[config.mk]
export PLATFORM = sky130hd
export DESIGN_NAME = seqbrk_top
export DESIGN_NICKNAME = d
export VERILOG_FILES = /design/src/rtl/seqbrk_pkg.sv /design/src/rtl/seqbrk_regs.sv /design/src/rtl/seqbrk_srcsel.sv /design/src/rtl/seqbrk_seq.sv /design/src/rtl/seqbrk_top.sv
export SDC_FILE = /design/constraint.sdc
export NUM_CORES = 1
export LEC_CHECK = 0
export ABC_AREA = 0
export BUFFER_PORTS_ARGS = -buffer_cell sky130_fd_sc_hd__buf_4
export CAP_MARGIN = 0
export CORE_MARGIN = 4
export CORE_UTILIZATION = 46
export CTS_CLUSTER_SIZE = 40
export DETAILED_ROUTE_END_ITERATION = 8
export PLACE_DENSITY_LB_ADDON = 0.1
export SYNTH_ARGS = -nofsm -noshare
export SYNTH_HDL_FRONTEND = slang
export SYNTH_HIERARCHICAL = 1
export SYNTH_SLANG_ARGS = --single-unit
[constraint.sdc]
create_clock -name clk -period 2.6 [get_ports clk]
set_input_delay 0.26 -clock clk [delete_from_list [all_inputs] [get_ports clk]]
set_output_delay 0.26 -clock clk [all_outputs]
set_load 0.03 [all_outputs]
[src/rtl/seqbrk_pkg.sv]
package seqbrk_pkg;
   typedef enum logic [1:0] {
      REG_CTRL = 2'd0,
      REG_FLAG = 2'd1,
      REG_CNT  = 2'd2
   } reg_sel_e;

   localparam int CTRL_ORD_BIT  = 0;
   localparam int CTRL_GATE_BIT = 1;
   localparam int CTRL_SRC_LSB  = 2;
   localparam int FLAG_A_BIT    = 0;
   localparam int FLAG_B_BIT    = 1;

   typedef enum logic {
      ST_IDLE  = 1'b0,
      ST_ARMED = 1'b1
   } arm_state_e;
endpackage

[src/rtl/seqbrk_regs.sv]
module seqbrk_regs #(
   parameter int DATA_W = 16,
   parameter int SEL_W  = 1
) (
   input  logic              clk,
   input  logic              rst_n,
   input  logic              wr_en,
   input  logic [1:0]        wr_addr,
   input  logic [DATA_W-1:0] wr_data,
   input  logic              set_a,
   input  logic              set_b,
   output logic              ord_en,
   output logic              gate_en,
   output logic [SEL_W-1:0]  src_sel,
   output logic              flag_a,
   output logic              flag_b,
   output logic              clr_a,
   output logic              cnt_ld
);
   import seqbrk_pkg::*;

   logic wr_ctrl;
   logic wr_flag;
   logic clr_b;

   always_comb begin
      wr_ctrl = wr_en && (wr_addr == REG_CTRL);
      wr_flag = wr_en && (wr_addr == REG_FLAG);
      cnt_ld  = wr_en && (wr_addr == REG_CNT);
      clr_a   = wr_flag && !wr_data[FLAG_A_BIT];
      clr_b   = wr_flag && !wr_data[FLAG_B_BIT];
   end

   always_ff @(posedge clk) begin
      if (!rst_n) begin
         ord_en  <= 1'b0;
         gate_en <= 1'b0;
         src_sel <= '0;
      end else if (wr_ctrl) begin
         ord_en  <= wr_data[CTRL_ORD_BIT];
         gate_en <= wr_data[CTRL_GATE_BIT];
         src_sel <= wr_data[CTRL_SRC_LSB +: SEL_W];
      end
   end

   always_ff @(posedge clk) begin
      if (!rst_n) begin
         flag_a <= 1'b0;
         flag_b <= 1'b0;
      end else begin
         flag_a <= set_a | (flag_a & ~clr_a);
         flag_b <= set_b | (flag_b & ~clr_b);
      end
   end
endmodule

[src/rtl/seqbrk_srcsel.sv]
module seqbrk_srcsel #(
   parameter int NBUS  = 2,
   parameter int SEL_W = 1
) (
   input  logic [NBUS-1:0]  a_hit,
   input  logic [NBUS-1:0]  b_hit,
   input  logic [SEL_W-1:0] src_sel,
   output logic             hit_a,
   output logic             hit_b
);
   generate
      if (NBUS == 1) begin : g_single
         logic unused_sel;
         assign unused_sel = ^src_sel;
         assign hit_a = a_hit[0];
         assign hit_b = b_hit[0];
      end else begin : g_multi
         logic [NBUS-1:0] onehot;
         for (genvar i = 0; i < NBUS; i++) begin : g_dec
            assign onehot[i] = (src_sel == SEL_W'(i));
         end
         assign hit_a = |(a_hit & onehot);
         assign hit_b = |(b_hit & onehot);
      end
   endgenerate
endmodule

[src/rtl/seqbrk_seq.sv]
module seqbrk_seq #(
   parameter int CNT_W  = 8,
   parameter int DATA_W = 16
) (
   input  logic              clk,
   input  logic              rst_n,
   input  logic              ord_en,
   input  logic              gate_en,
   input  logic              hit_a,
   input  logic              hit_b,
   input  logic              cancel,
   input  logic              cnt_ld,
   input  logic [DATA_W-1:0] wr_data,
   output logic              brk,
   output logic              armed,
   output logic [CNT_W-1:0]  cnt_q
);
   import seqbrk_pkg::*;

   localparam logic [CNT_W-1:0] CNT_ONE = CNT_W'(1);

   arm_state_e       st_q, st_d;
   logic             b_alone, qual, at_one, fire_ord, fire_dir, fire;
   logic [CNT_W-1:0] ld_val;

   always_comb begin
      b_alone  = hit_b & ~hit_a;
      qual     = (st_q == ST_ARMED) & b_alone;
      at_one   = (cnt_q == CNT_ONE);
      fire_ord = qual & (~gate_en | at_one);
      fire_dir = hit_a | hit_b;
      fire     = ord_en ? fire_ord : fire_dir;
      ld_val   = (wr_data[CNT_W-1:0] == '0) ? CNT_ONE : wr_data[CNT_W-1:0];
   end

   always_comb begin
      st_d = st_q;
      if (!ord_en || cancel)  st_d = ST_IDLE;
      else if (fire_ord)      st_d = ST_IDLE;
      else if (hit_a)         st_d = ST_ARMED;
   end

   always_ff @(posedge clk) begin
      if (!rst_n) begin
         st_q  <= ST_IDLE;
         brk   <= 1'b0;
         cnt_q <= CNT_ONE;
      end else begin
         st_q <= st_d;
         brk  <= fire;
         if (cnt_ld)
            cnt_q <= ld_val;
         else if (ord_en && gate_en && qual && !at_one)
            cnt_q <= cnt_q - CNT_ONE;
      end
   end

   assign armed = (st_q == ST_ARMED);
endmodule

[src/rtl/seqbrk_top.sv]
module seqbrk_top #(
   parameter int DATA_W = 16,
   parameter int NBUS   = 2,
   parameter int CNT_W  = 8
) (
   input  logic              clk,
   input  logic              rst_n,
   input  logic              wr_en,
   input  logic [1:0]        wr_addr,
   input  logic [DATA_W-1:0] wr_data,
   input  logic [NBUS-1:0]   a_hit,
   input  logic [NBUS-1:0]   b_hit,
   output logic              brk_o,
   output logic              flag_a_o,
   output logic              flag_b_o
);
   localparam int SEL_W = (NBUS > 1) ? $clog2(NBUS) : 1;

   generate
      if (NBUS < 1) begin : g_bad_nbus
         $error("seqbrk_top: NBUS must be at least 1");
      end
      if (CNT_W < 2) begin : g_bad_cnt
         $error("seqbrk_top: CNT_W must be at least 2");
      end
      if (DATA_W < CNT_W || DATA_W < 2 + SEL_W) begin : g_bad_data
         $error("seqbrk_top: DATA_W too narrow for fields");
      end
   endgenerate

   logic             ord_en, gate_en, flag_a, flag_b, clr_a, cnt_ld;
   logic [SEL_W-1:0] src_sel;
   logic             hit_a, hit_b, brk, armed;
   logic [CNT_W-1:0] cnt_q;

   seqbrk_srcsel #(.NBUS(NBUS), .SEL_W(SEL_W)) u_src (
      .a_hit(a_hit), .b_hit(b_hit), .src_sel(src_sel),
      .hit_a(hit_a), .hit_b(hit_b)
   );

   seqbrk_regs #(.DATA_W(DATA_W), .SEL_W(SEL_W)) u_regs (
      .clk(clk), .rst_n(rst_n), .wr_en(wr_en), .wr_addr(wr_addr),
      .wr_data(wr_data), .set_a(hit_a), .set_b(hit_b),
      .ord_en(ord_en), .gate_en(gate_en), .src_sel(src_sel),
      .flag_a(flag_a), .flag_b(flag_b), .clr_a(clr_a), .cnt_ld(cnt_ld)
   );

   seqbrk_seq #(.CNT_W(CNT_W), .DATA_W(DATA_W)) u_seq (
      .clk(clk), .rst_n(rst_n), .ord_en(ord_en), .gate_en(gate_en),
      .hit_a(hit_a), .hit_b(hit_b), .cancel(clr_a), .cnt_ld(cnt_ld),
      .wr_data(wr_data), .brk(brk), .armed(armed), .cnt_q(cnt_q)
   );

   assign brk_o    = brk;
   assign flag_a_o = flag_a;
   assign flag_b_o = flag_b;
endmodule

Word level (Yosys, flattened, before mapping)

Cells that the tools add are included.

$add $sub $neg: 1
Equality and inequality tests: 3
Muxes and demuxes: 4
Bitwise logic cells: 17
Reduce and logical (&&, ||, !) cells: 19

Operators with widths:

| operator            | number |
|---|---|
| $mux 8              | 3 |
| $eq 8x1->1 const B  | 1 |
| $logic_and 1x1->1   | 8 |
| $logic_not 8->1     | 1 |
| $sub 8x1->8 const B | 1 |
| $not 1->1           | 6 |
| $and 1x1->1         | 5 |
| $and 2x2->2         | 2 |
| $logic_not 1->1     | 4 |
| $or 1x1->1          | 4 |
| $reduce_or 2->1     | 2 |
| $reduce_or 3->1     | 1 |
| $eq 2x1->1 const B  | 1 |
| $eq 2x2->1 const B  | 1 |
| $logic_not 2->1     | 1 |
| $reduce_bool 2->1   | 1 |
| $logic_or 1x1->1    | 1 |
| $mux 1              | 1 |

Register bits: 15
Input port bits: 25
Output and inout port bits: 3
Word-level logic and storage cells: 52

Depth between registers and ports, before layout

Gate-level depths: netlist of the first run.

Depth in word-level cells: 10
Depth in mapped cells: 6

By module

Netlist of the first run, hierarchy kept.

By module, submodules not included:

| module        | instances | cells each | area an instance (um^2) | seq. area each (um^2) |
|---|---|---|---|---|
| seqbrk_seq    | 1         | 81         | 645.6                   | 200.2 |
| seqbrk_regs   | 1         | 25         | 242.7                   | 100.1 |
| seqbrk_srcsel | 1         | 2          | 22.5                    | 0.0 |

Worst setup path after synthesis of the first run

Ideal clock, no wire load.

Path kind: reg2reg
From: reg u_regs.src_sel
To: reg u_seq.cnt_q[5]
Arrival: 1.583 ns
Setup slack: 0.882 ns
Stages on the path, launching flop included: 6
Buffers on the path: 0
Cell sequence: dfxtp_1 -> mux2_2 -> nand3b_1 -> a211oi_1 -> a31o_1 -> a31oi_1

Longest elaborated chain between the ends: 9
Elaborated cells on any way between the ends: 11

RTL lines:

| element                                | RTL line            | text |
|---|---|---|
| start, declared                        | seqbrk_regs.sv:14   | `output logic [SEL_W-1:0] src_sel,` |
| start signal, assigned                 | seqbrk_regs.sv:42   | `src_sel <= wr_data[CTRL_SRC_LSB +: SEL_W];` |
| $not 1->1                              | seqbrk_srcsel.sv:20 | `assign onehot[i] = (src_sel == SEL_W'(i));` |
| $and 2x2->2 (*)                        | seqbrk_srcsel.sv:22 | `assign hit_a = \|(a_hit & onehot);` |
| $reduce_or 2->1 (*)                    | seqbrk_srcsel.sv:22 |  |
| named net hit_a                        | seqbrk_top.sv:33    | `logic hit_a, hit_b, brk, armed;` |
| $not 1->1 (*)                          | seqbrk_seq.sv:27    | `b_alone = hit_b & ~hit_a;` |
| $and 1x1->1 (*)                        | seqbrk_seq.sv:27    |  |
| $and 1x1->1 (*)                        | seqbrk_seq.sv:28    | `qual = (st_q == ST_ARMED) & b_alone;` |
| $logic_and 1x1->1 (*) (2 in series)    | seqbrk_seq.sv:53    | `else if (ord_en && gate_en && qual && !at_one)` |
| $reduce_bool 2->1 (no source line) (*) | -                   |  |
| end signal, assigned                   | seqbrk_seq.sv:52    | `cnt_q <= ld_val;` |
| end signal, assigned                   | seqbrk_seq.sv:54    | `cnt_q <= cnt_q - CNT_ONE;` |
| end, declared                          | seqbrk_seq.sv:16    | `output logic [CNT_W-1:0] cnt_q` |

The timed path passes the listed nets; every way through them passes the cells marked *.
A chain may end at the register's enable or synchronous reset.

Worst setup path in the final report of the first run

Same ends and word-level chain as after synthesis.

==> results of run 1 <==
layout make-up:
class                   instances  area, um2
clock buffers                   3      22.52
well taps                      25      31.28
repair buffers                 19      142.6
fillers                       177      701.9
flip-flops and latches         15      300.3
multi-input cells              84      575.6
clock inverters                 1      5.005
inverters                       6      22.52
final timing paths:
check	to	slack (ps)	depth (start not counted)
min	u_regs/ord_en$_SDFFE_PN0P_	230	3
max reg2reg	u_seq/cnt_q[5]$_SDFFE_PN0P_	590	5
min reg2reg	u_regs/flag_a$_SDFF_PN0_	490	2
max	u_seq/cnt_q[5]$_SDFFE_PN0P_	590	5
flip-flops by register name, summed over array words and instances (netlist names):
register        cells
u_seq/armed         1
u_regs/flag_a       1
u_regs/gate_en      1
u_seq/brk           1
u_regs/src_sel      1
u_regs/ord_en       1
u_regs/flag_b       1
u_seq/cnt_q         8
placed cells by master, fill, tap and decap left out, types with 3 or more instances in the layout:
cell	count
a21oi_1	4
a31oi_1	3
buf_4	19
clkbuf_4	3
dfxtp_1	15
inv_1	6
mux2i_1	4
nand2_1	13
nand3_1	4
nand4_1	3
nor2_1	5
nor4_1	3
o21ai_0	8
power by group through the flow:
stage | logic [uW] | registers [uW] | clock network [uW]
CTS | 101 | 253 | 144
global route | 111 | 255 | 150
global placement | 98.8 | 257 | 0
floorplan | 52.9 | 264 | 0
finish | 100 | 253 | 136
detailed placement | 100 | 258 | 0
layer usage:
metal,up-vias,part of all wire,track usage
met5,-,0,0
met4,0,0.011,0.05957
met3,4,0.056,0.05413
met2,20,0.46,0.2893
met1,399,0.47,0.2017
li1,450,-,-
per-stage QoR:
stage,utilization,power (uW),hold slack (ps),instance area [um2]
after global routing,0.6104,515.3,243.5,1100
final,0.6104,488.4,230.0,1100
after CTS,0.6104,496.9,223.3,1100
after detailed placement,0.5951,358.0,468.9,1072
after global placement,0.5951,356.2,449.5,1072
after floorplan,-,316.6,402.1,910.9
critical path, delay by kind of cell, from the launching register on:
family / cells / cell delay [ps]
simple gates: 1 / 190
mux: 1 / 390
flops: 1 / 370
compound gates: 3 / 930
kinds of logic (layout without fill, tap and decap cells):
logic type                 count (synthesis)  count (layout)  synth area share
DFF                                       15              15            0.3297
AOI/OAI and AO/OA                         29              29            0.2116
and+or+nand+nor                           47              47            0.3242
muxes                                      6               6           0.06868
buffers and inverters                      9              29           0.03846
adders and majority gates                  2               2           0.02747
cells in the mapped netlist, types with 3 or more instances:
master / n
o21ai_0: 8
mux2i_1: 4
a21oi_1: 4
nor4_1: 3
nand2_1: 13
nor2_1: 5
inv_1: 6
a31oi_1: 3
nand3_1: 4
dfxtp_1: 15
nand4_1: 3
==> flow_summary.toml, run 1 <==
[place]
routabilityCongestion = 0.8570
io_buffers = 19
hpwlAfterDp_um = 1625
dp_cells = 149
post-place-ws_ps = 624.1

[yosys]
synth_nets = 135
seq_area_frac_synth = 0.3297
ys.flop_type = "dfxtp_1"
synth.distinct_cells = 44
ys_ff_latch = 15
synth_area_um2 = 910.9
avgSynthCellArea_um2 = 8.434
syn_inst = 108
synth_top_cell_by_area = "dfxtp_1"
synth_edf_count = 0
synth_top_cell_area_share = 0.3297
synth.area.top_cells = "dfxtp_1 (33%), nand2_1 (5.4%), mux2i_1 (4.4%), o21ai_0 (4.4%), ha_1 (2.7%)"
yosysWarnings = 6
async_flop_share = 0

[power]
p_leak_uw = 0.0004300
p_switching_uw = 140.7
switching_share = 0.2882
peakVddDrop_v = 0.0003168
p_int_uw = 347.6
seqPwrFrac = 0.517
clockPowerShare = 0.278
powerDensity_nw_per_um2 = 444.0
combinationalPowerShare = 0.205

[critical_path]
slowest_stage = "a211oi_1"
critPathCaptureType = "flip-flop"
crit_path_max_incr_delay_ps = 620
cp-start-kind = "flip-flop"
cp_max_fo = 6
path_class = "flip-flop to flip-flop"
crit_start = "u_regs/src_sel$_SDFFE_PN0P_"
crit_chain = "mux2_2 -> nand3b_1 -> a211oi_1 -> a31o_1 -> a31oi_1"
cp.required_ps = 2760
crit_arrival_ps = 2180
rr_startpoint = "u_regs/src_sel$_SDFFE_PN0P_"

[timing]
tightest_slew_ps = 753.7
period_needed_ps = 2013
rsz0062_at_grt = "false"
slew_viol_final = 0
finalClockSkew_ps = 5.323
hold_viol_final = 0
setup_slack_ps = 587.4
clock.fmax_mhz = 496.9
setup_viol = 0
min_period_over_period = 0.7741
fin_setup_tns_ps = 0
relSlewSlack = 0.4945

[floorplanning]
die_area_um2 = 2756
initial_utilization = 0.5056
rows = 15
die_w_um = 52.50
die_y_um = 52.50
coreArea_um2 = 1802
io_pins = 28

[final_layout]
drive_above_1_share = 0.2656
area.growth.synth_to_final_pct = 20.74
nets = 156
antenna_cells = 0
final_cell_count_no_fill = 153

[flow_run]
maxCapViolations = 0

[clocking]
clkTransAtPathRegs_ps = 90
clock_path_buffers = 2
cts_tree = "built"
insertion_delay_ps = 290
cts_hold_buf = 0
postCtsSetupBuffers = 0
cts_buffers = 3
htreeDepth = 1
root_buffer = "clkbuf_4"
postCtsResizedCells = 0
cts_sinks = 15

[drt]
vias = 873
wire_per_inst_um = 13.54
drt_first_pass_iters = 4
dr.first_iter.drc_count = 14
vias_per_cell = 5.706
wl_um = 2071
ant_nets = 0
drc = 0

[global_route]
grt_overflow = 0
grt_pass1_wl_um = 3456
track_usage = 0.1713
antenna_found_initial = 0
grt_pass1_vias = 825
grt_max_degree = 24

[worst_hold_path]
hold_path.startpoint = "wr_data[0]"
hold_path.class = "input pin to flip-flop"

[status]
status = "finished, final reports clean"
Note: power is estimated with default switching activity, not from simulation.
==> run 2, diff against run 1 <==
Clock period 2.6 ns to 2 ns, I/O delays scaled along.
==> flow_summary.toml, run 2 (synthesis results as in run 1) <==
[place]
hpwlAfterDp_um = 1722
dp_cells = 151
routabilityCongestion = 0.8643
post-place-ws_ps = 147.0
io_buffers = 19

[critical_path]
crit_arrival_ps = 2050
cp.required_ps = 2180
rr_startpoint = "u_seq/cnt_q[1]$_SDFFE_PN0P_"
path_class = "flip-flop to flip-flop"
cp_max_fo = 5
cp-start-kind = "flip-flop"
critPathCaptureType = "flip-flop"
r2r_end = "u_seq/cnt_q[4]$_SDFFE_PN0P_"
rr_worst_depth = 6
rrSetupSlack_ps = 130

[global_route]
track_usage = 0.1881
grt_max_degree = 24
grt_pass1_wl_um = 3850
grt_overflow = 0
antenna_found_initial = 0
grt_pass1_vias = 797

[power]
peakVddDrop_v = 0.0003742
powerDensity_nw_per_um2 = 573.8
p_switching_uw = 183.1
p_leak_uw = 0.0004370
p_int_uw = 455.8
combinationalPowerShare = 0.210
clockPowerShare = 0.276
switching_share = 0.2866
seqPwrFrac = 0.514

[floorplanning]
die_area_um2 = 2756
io_pins = 28
rows = 15
die_y_um = 52.50
coreArea_um2 = 1802
initial_utilization = 0.5056
die_w_um = 52.50

[final_layout]
regArea_um2 = 300.3
utilization = 0.6181
fillCellCount = 164
drive_above_1_share = 0.2692
final_cell_mix = "buf_4 (21), dfxtp_1 (15), nand2_1 (13), o21ai_0 (8), inv_1 (6)"
largest_register_ffs = 8
multi_input_area_um2 = 575.6
area.growth.synth_to_final_pct = 22.25
largest_register = "u_seq/cnt_q"
final_cell_count_no_fill = 155
nets = 158
layout_commonest_cell = "buf_4"
antenna_cells = 0

[clocking]
postCtsResizedCells = 0
htreeDepth = 1
cts_sinks = 15
clkTransAtPathRegs_ps = 90
postCtsSetupBuffers = 0
cts_buffers = 3
cts_tree = "built"
cts_hold_buf = 0
clock_path_buffers = 2
root_buffer = "clkbuf_4"
insertion_delay_ps = 280

[timing]
tightest_slew_ps = 417.4
slew_viol_final = 0
clock.fmax_mhz = 535.9
min_period_over_period = 0.9329
relSlewSlack = 0.7194
setup_viol = 0
period_needed_ps = 1866
fin_setup_tns_ps = 0
rsz0062_at_grt = "false"
finalClockSkew_ps = 3.457
hold_viol_final = 0
setup_slack_ps = 134.1

[drt]
vias = 885
ant_nets = 0
drc = 0
wl_um = 2243
wire_per_inst_um = 14.47
vias_per_cell = 5.710
drt_first_pass_iters = 4
dr.first_iter.drc_count = 38

[worst_hold_path]
hold_path_depth = 3
hold_path.class = "input pin to flip-flop"
hold_path.startpoint = "wr_data[0]"
hold_end = "u_regs/ord_en$_SDFFE_PN0P_"

[status]
status = "finished, final reports clean"

[flow_run]
maxCapViolations = 0
==> run 2: layout make-up <==
cell class | count | share of cell area
sequential | 15 | 0.2697
multi-input combinational | 84 | 0.5169
clock buffer | 4 | 0.02360
tap | 25 | 0.02809
timing repair buffer | 21 | 0.1416
inverter | 6 | 0.02022
==> run 2: worst max-delay path, stage by stage (launching register included) <==
cell,delay [ps]
dfxtp_1,360
inv_1,90
ha_1,220
or3b_2,490
o21ai_2,200
nor4_1,90
o311a_1,330
==> run 2: layer usage <==
layer	wire length [um]	GRT usage
met1	1019	0.2522
met2	1064	0.3037
met3	159	0.05413
met4	0	0.02553
met5	0	0
==> run 2: worst max-delay path by stage <==
stage | endpoint | slack (ps) | from | cells past startpoint
after floorplan | u_seq/cnt_q[5]$_SDFFE_PN0P_ | 280 | u_regs/src_sel$_SDFFE_PN0P_ | 5
after global placement | u_seq/cnt_q[4]$_SDFFE_PN0P_ | 210 | u_seq/cnt_q[1]$_SDFFE_PN0P_ | 6
after detailed placement | u_seq/cnt_q[4]$_SDFFE_PN0P_ | 150 | u_seq/cnt_q[1]$_SDFFE_PN0P_ | 6
after CTS | u_seq/cnt_q[4]$_SDFFE_PN0P_ | 140 | u_seq/cnt_q[1]$_SDFFE_PN0P_ | 6
after global routing | u_seq/cnt_q[4]$_SDFFE_PN0P_ | 20 | u_seq/cnt_q[1]$_SDFFE_PN0P_ | 6
final | u_seq/cnt_q[4]$_SDFFE_PN0P_ | 130 | u_seq/cnt_q[1]$_SDFFE_PN0P_ | 6
==> run 2: per-stage QoR <==
stage | total power (uW) | hold slack, ps | area (um2)
3_3_place_gp | 463.9 | 449.3 | 1087
3_5_place_dp | 468.9 | 485.1 | 1087
5_1_grt | 672.9 | 187.1 | 1114
2_1_floorplan | 411.6 | 342.1 | 910.9
4_1_cts | 647.4 | 172.1 | 1114
6_report | 639.0 | 186.8 | 1114
==> run 2: power groups by stage <==
stage          logic, uW  clock network [uW]  registers, uW
3_3_place_gp         130                   0            334
6_report             134                 176            329
5_1_grt              148                 194            331
3_5_place_dp         134                   0            335
4_1_cts              134                 185            329
2_1_floorplan       68.7                   0            343
==> run 3, diff against run 2 <==
Settings changed: CELL_PAD_IN_SITES_DETAIL_PLACEMENT from default to 0, CELL_PAD_IN_SITES_GLOBAL_PLACEMENT from default to 1, CORE_ASPECT_RATIO from default to 1.75, CORE_MARGIN 4 to 3, CORE_UTILIZATION 46 to 36.
==> flow_summary.toml, run 3 (synthesis results as in run 1) <==
[clocking]
clkTransAtPathRegs_ps = 60
cts_tree = "built"
clock_path_buffers = 2
htreeDepth = 1
cts_buffers = 3
insertion_delay_ps = 240
cts_sinks = 15
cts_hold_buf = 0
root_buffer = "clkbuf_8"

[status]
status = "finished, final reports clean"

[worst_hold_path]
hold_path_depth = 3
hold_path.class = "input pin to flip-flop"

[drt]
dr.first_iter.drc_count = 24
vias = 909
wl_um = 2401
drc = 0
ant_nets = 0
vias_per_cell = 5.865
wire_per_inst_um = 15.49
drt_first_pass_iters = 4

[timing]
slew_viol_final = 0
setup_viol = 0
hold_viol_final = 0
fin_setup_tns_ps = 0
tightest_slew_ps = 430.3
relSlewSlack = 0.7107
period_needed_ps = 1837
clock.fmax_mhz = 544.3
min_period_over_period = 0.9186
rsz0062_at_grt = "false"
setup_slack_ps = 162.7
finalClockSkew_ps = 2.530

[global_route]
grt_overflow = 0
antenna_found_initial = 0
grt_pass1_wl_um = 3829
grt_pass1_vias = 840
grt_max_degree = 24
track_usage = 0.1633

[place]
routabilityCongestion = 0.8050
hpwlAfterDp_um = 1829
post_dp_cell_area_um2 = 1087
post-place-ws_ps = 138.9
io_buffers = 19

[final_layout]
fillCellCount = 250
final_area_um2 = 1137
nets = 158
area.growth.synth_to_final_pct = 24.86
largest_register_ffs = 8
antenna_cells = 0
final_cell_mix = "buf_4 (21), dfxtp_1 (15), nand2_1 (13), o21ai_0 (8), inv_1 (6)"
largest_register = "u_seq/cnt_q"
layout_commonest_cell = "buf_4"
drive_above_1_share = 0.2769

[floorplanning]
coreArea_um2 = 2360
rows = 23
initial_utilization = 0.3860
io_pins = 28
die_w_um = 44.03
die_area_um2 = 3194
die_y_um = 72.54

[critical_path]
critPathCaptureType = "flip-flop"
path_class = "flip-flop to flip-flop"
cp-start-kind = "flip-flop"
cp.required_ps = 2140
crit_arrival_ps = 1970
cp_max_fo = 5
rr_worst_depth = 6

[power]
combinationalPowerShare = 0.190
peakVddDrop_v = 0.0004755
seqPwrFrac = 0.466
powerDensity_nw_per_um2 = 620.2
clockPowerShare = 0.344
p_int_uw = 519.9
p_switching_uw = 185.5
switching_share = 0.2630
p_leak_uw = 0.0004449

[flow_run]
maxCapViolations = 0
[run 3: cell types whose count changed in the layout (fill, tap and decap cells not counted)]
cell	before	now
clkbuf_4	3	0
a211oi_1	2	1
clkbuf_8	0	3
a211oi_2	0	1
[run 3: power by group through the flow]
stage / sequential (uW) / clock [uW] / combinational (uW)
2_1_floorplan: 343 / 0 / 68.7
6_report: 328 / 243 / 134
4_1_cts: 328 / 247 / 134
5_1_grt: 331 / 259 / 148
3_5_place_dp: 334 / 0 / 133
3_3_place_gp: 334 / 0 / 132
[run 3: final timing paths]
path	start	slack [ps]	to
worst max-delay path	u_seq/cnt_q[1]$_SDFFE_PN0P_	160	u_seq/cnt_q[4]$_SDFFE_PN0P_
worst min-delay path	wr_data[0]	230	u_regs/ord_en$_SDFFE_PN0P_
worst max register to register	u_seq/cnt_q[1]$_SDFFE_PN0P_	160	u_seq/cnt_q[4]$_SDFFE_PN0P_
worst min register to register	u_regs/flag_a$_SDFF_PN0_	470	u_regs/flag_a$_SDFF_PN0_
[run 3: final cells by class]
cell class	instances	area [um2]	share of cell area
flip-flops and latches	15	300.3	0.2640
repair buffers	21	157.7	0.1386
multi-input cells	84	580.6	0.5105
well taps	25	31.28	0.02750
inverters	6	22.52	0.01980
clock buffers	4	45.04	0.03960
[run 3: repair_timing]
action,CTS,global route
setup endpoints to repair,0,1
buffers inserted,0,0
resized for setup,0,1
[run 3: through the flow]
stage / util / hold slack (ps) / total power, uW / instances
floorplan: - / 342.1 / 411.6 / 108
global placement: 0.4608 / 449.7 / 466.0 / 151
detailed placement: 0.4608 / 461.6 / 467.6 / 151
CTS: 0.4799 / 224.1 / 708.7 / 155
global route: 0.4820 / 242.8 / 738.6 / 155
finish: 0.4820 / 225.3 / 705.4 / 155
[run 3: critical path, stage by stage, from the launching register on]
cell and delay, ps:
dfxtp_1 350, inv_1 90, ha_1 210, or3b_2 500, o21ai_2 190, nor4_1 80
o311a_1 320
[run 3: routing by layer]
metal | vias to the layer above | share of wire | track usage
met4 | 0 | 0.019 | 0.08725
met2 | 29 | 0.52 | 0.2808
li1 | 452 | - | -
met1 | 424 | 0.42 | 0.1847
met3 | 4 | 0.040 | 0.02730
met5 | - | 0 | 0
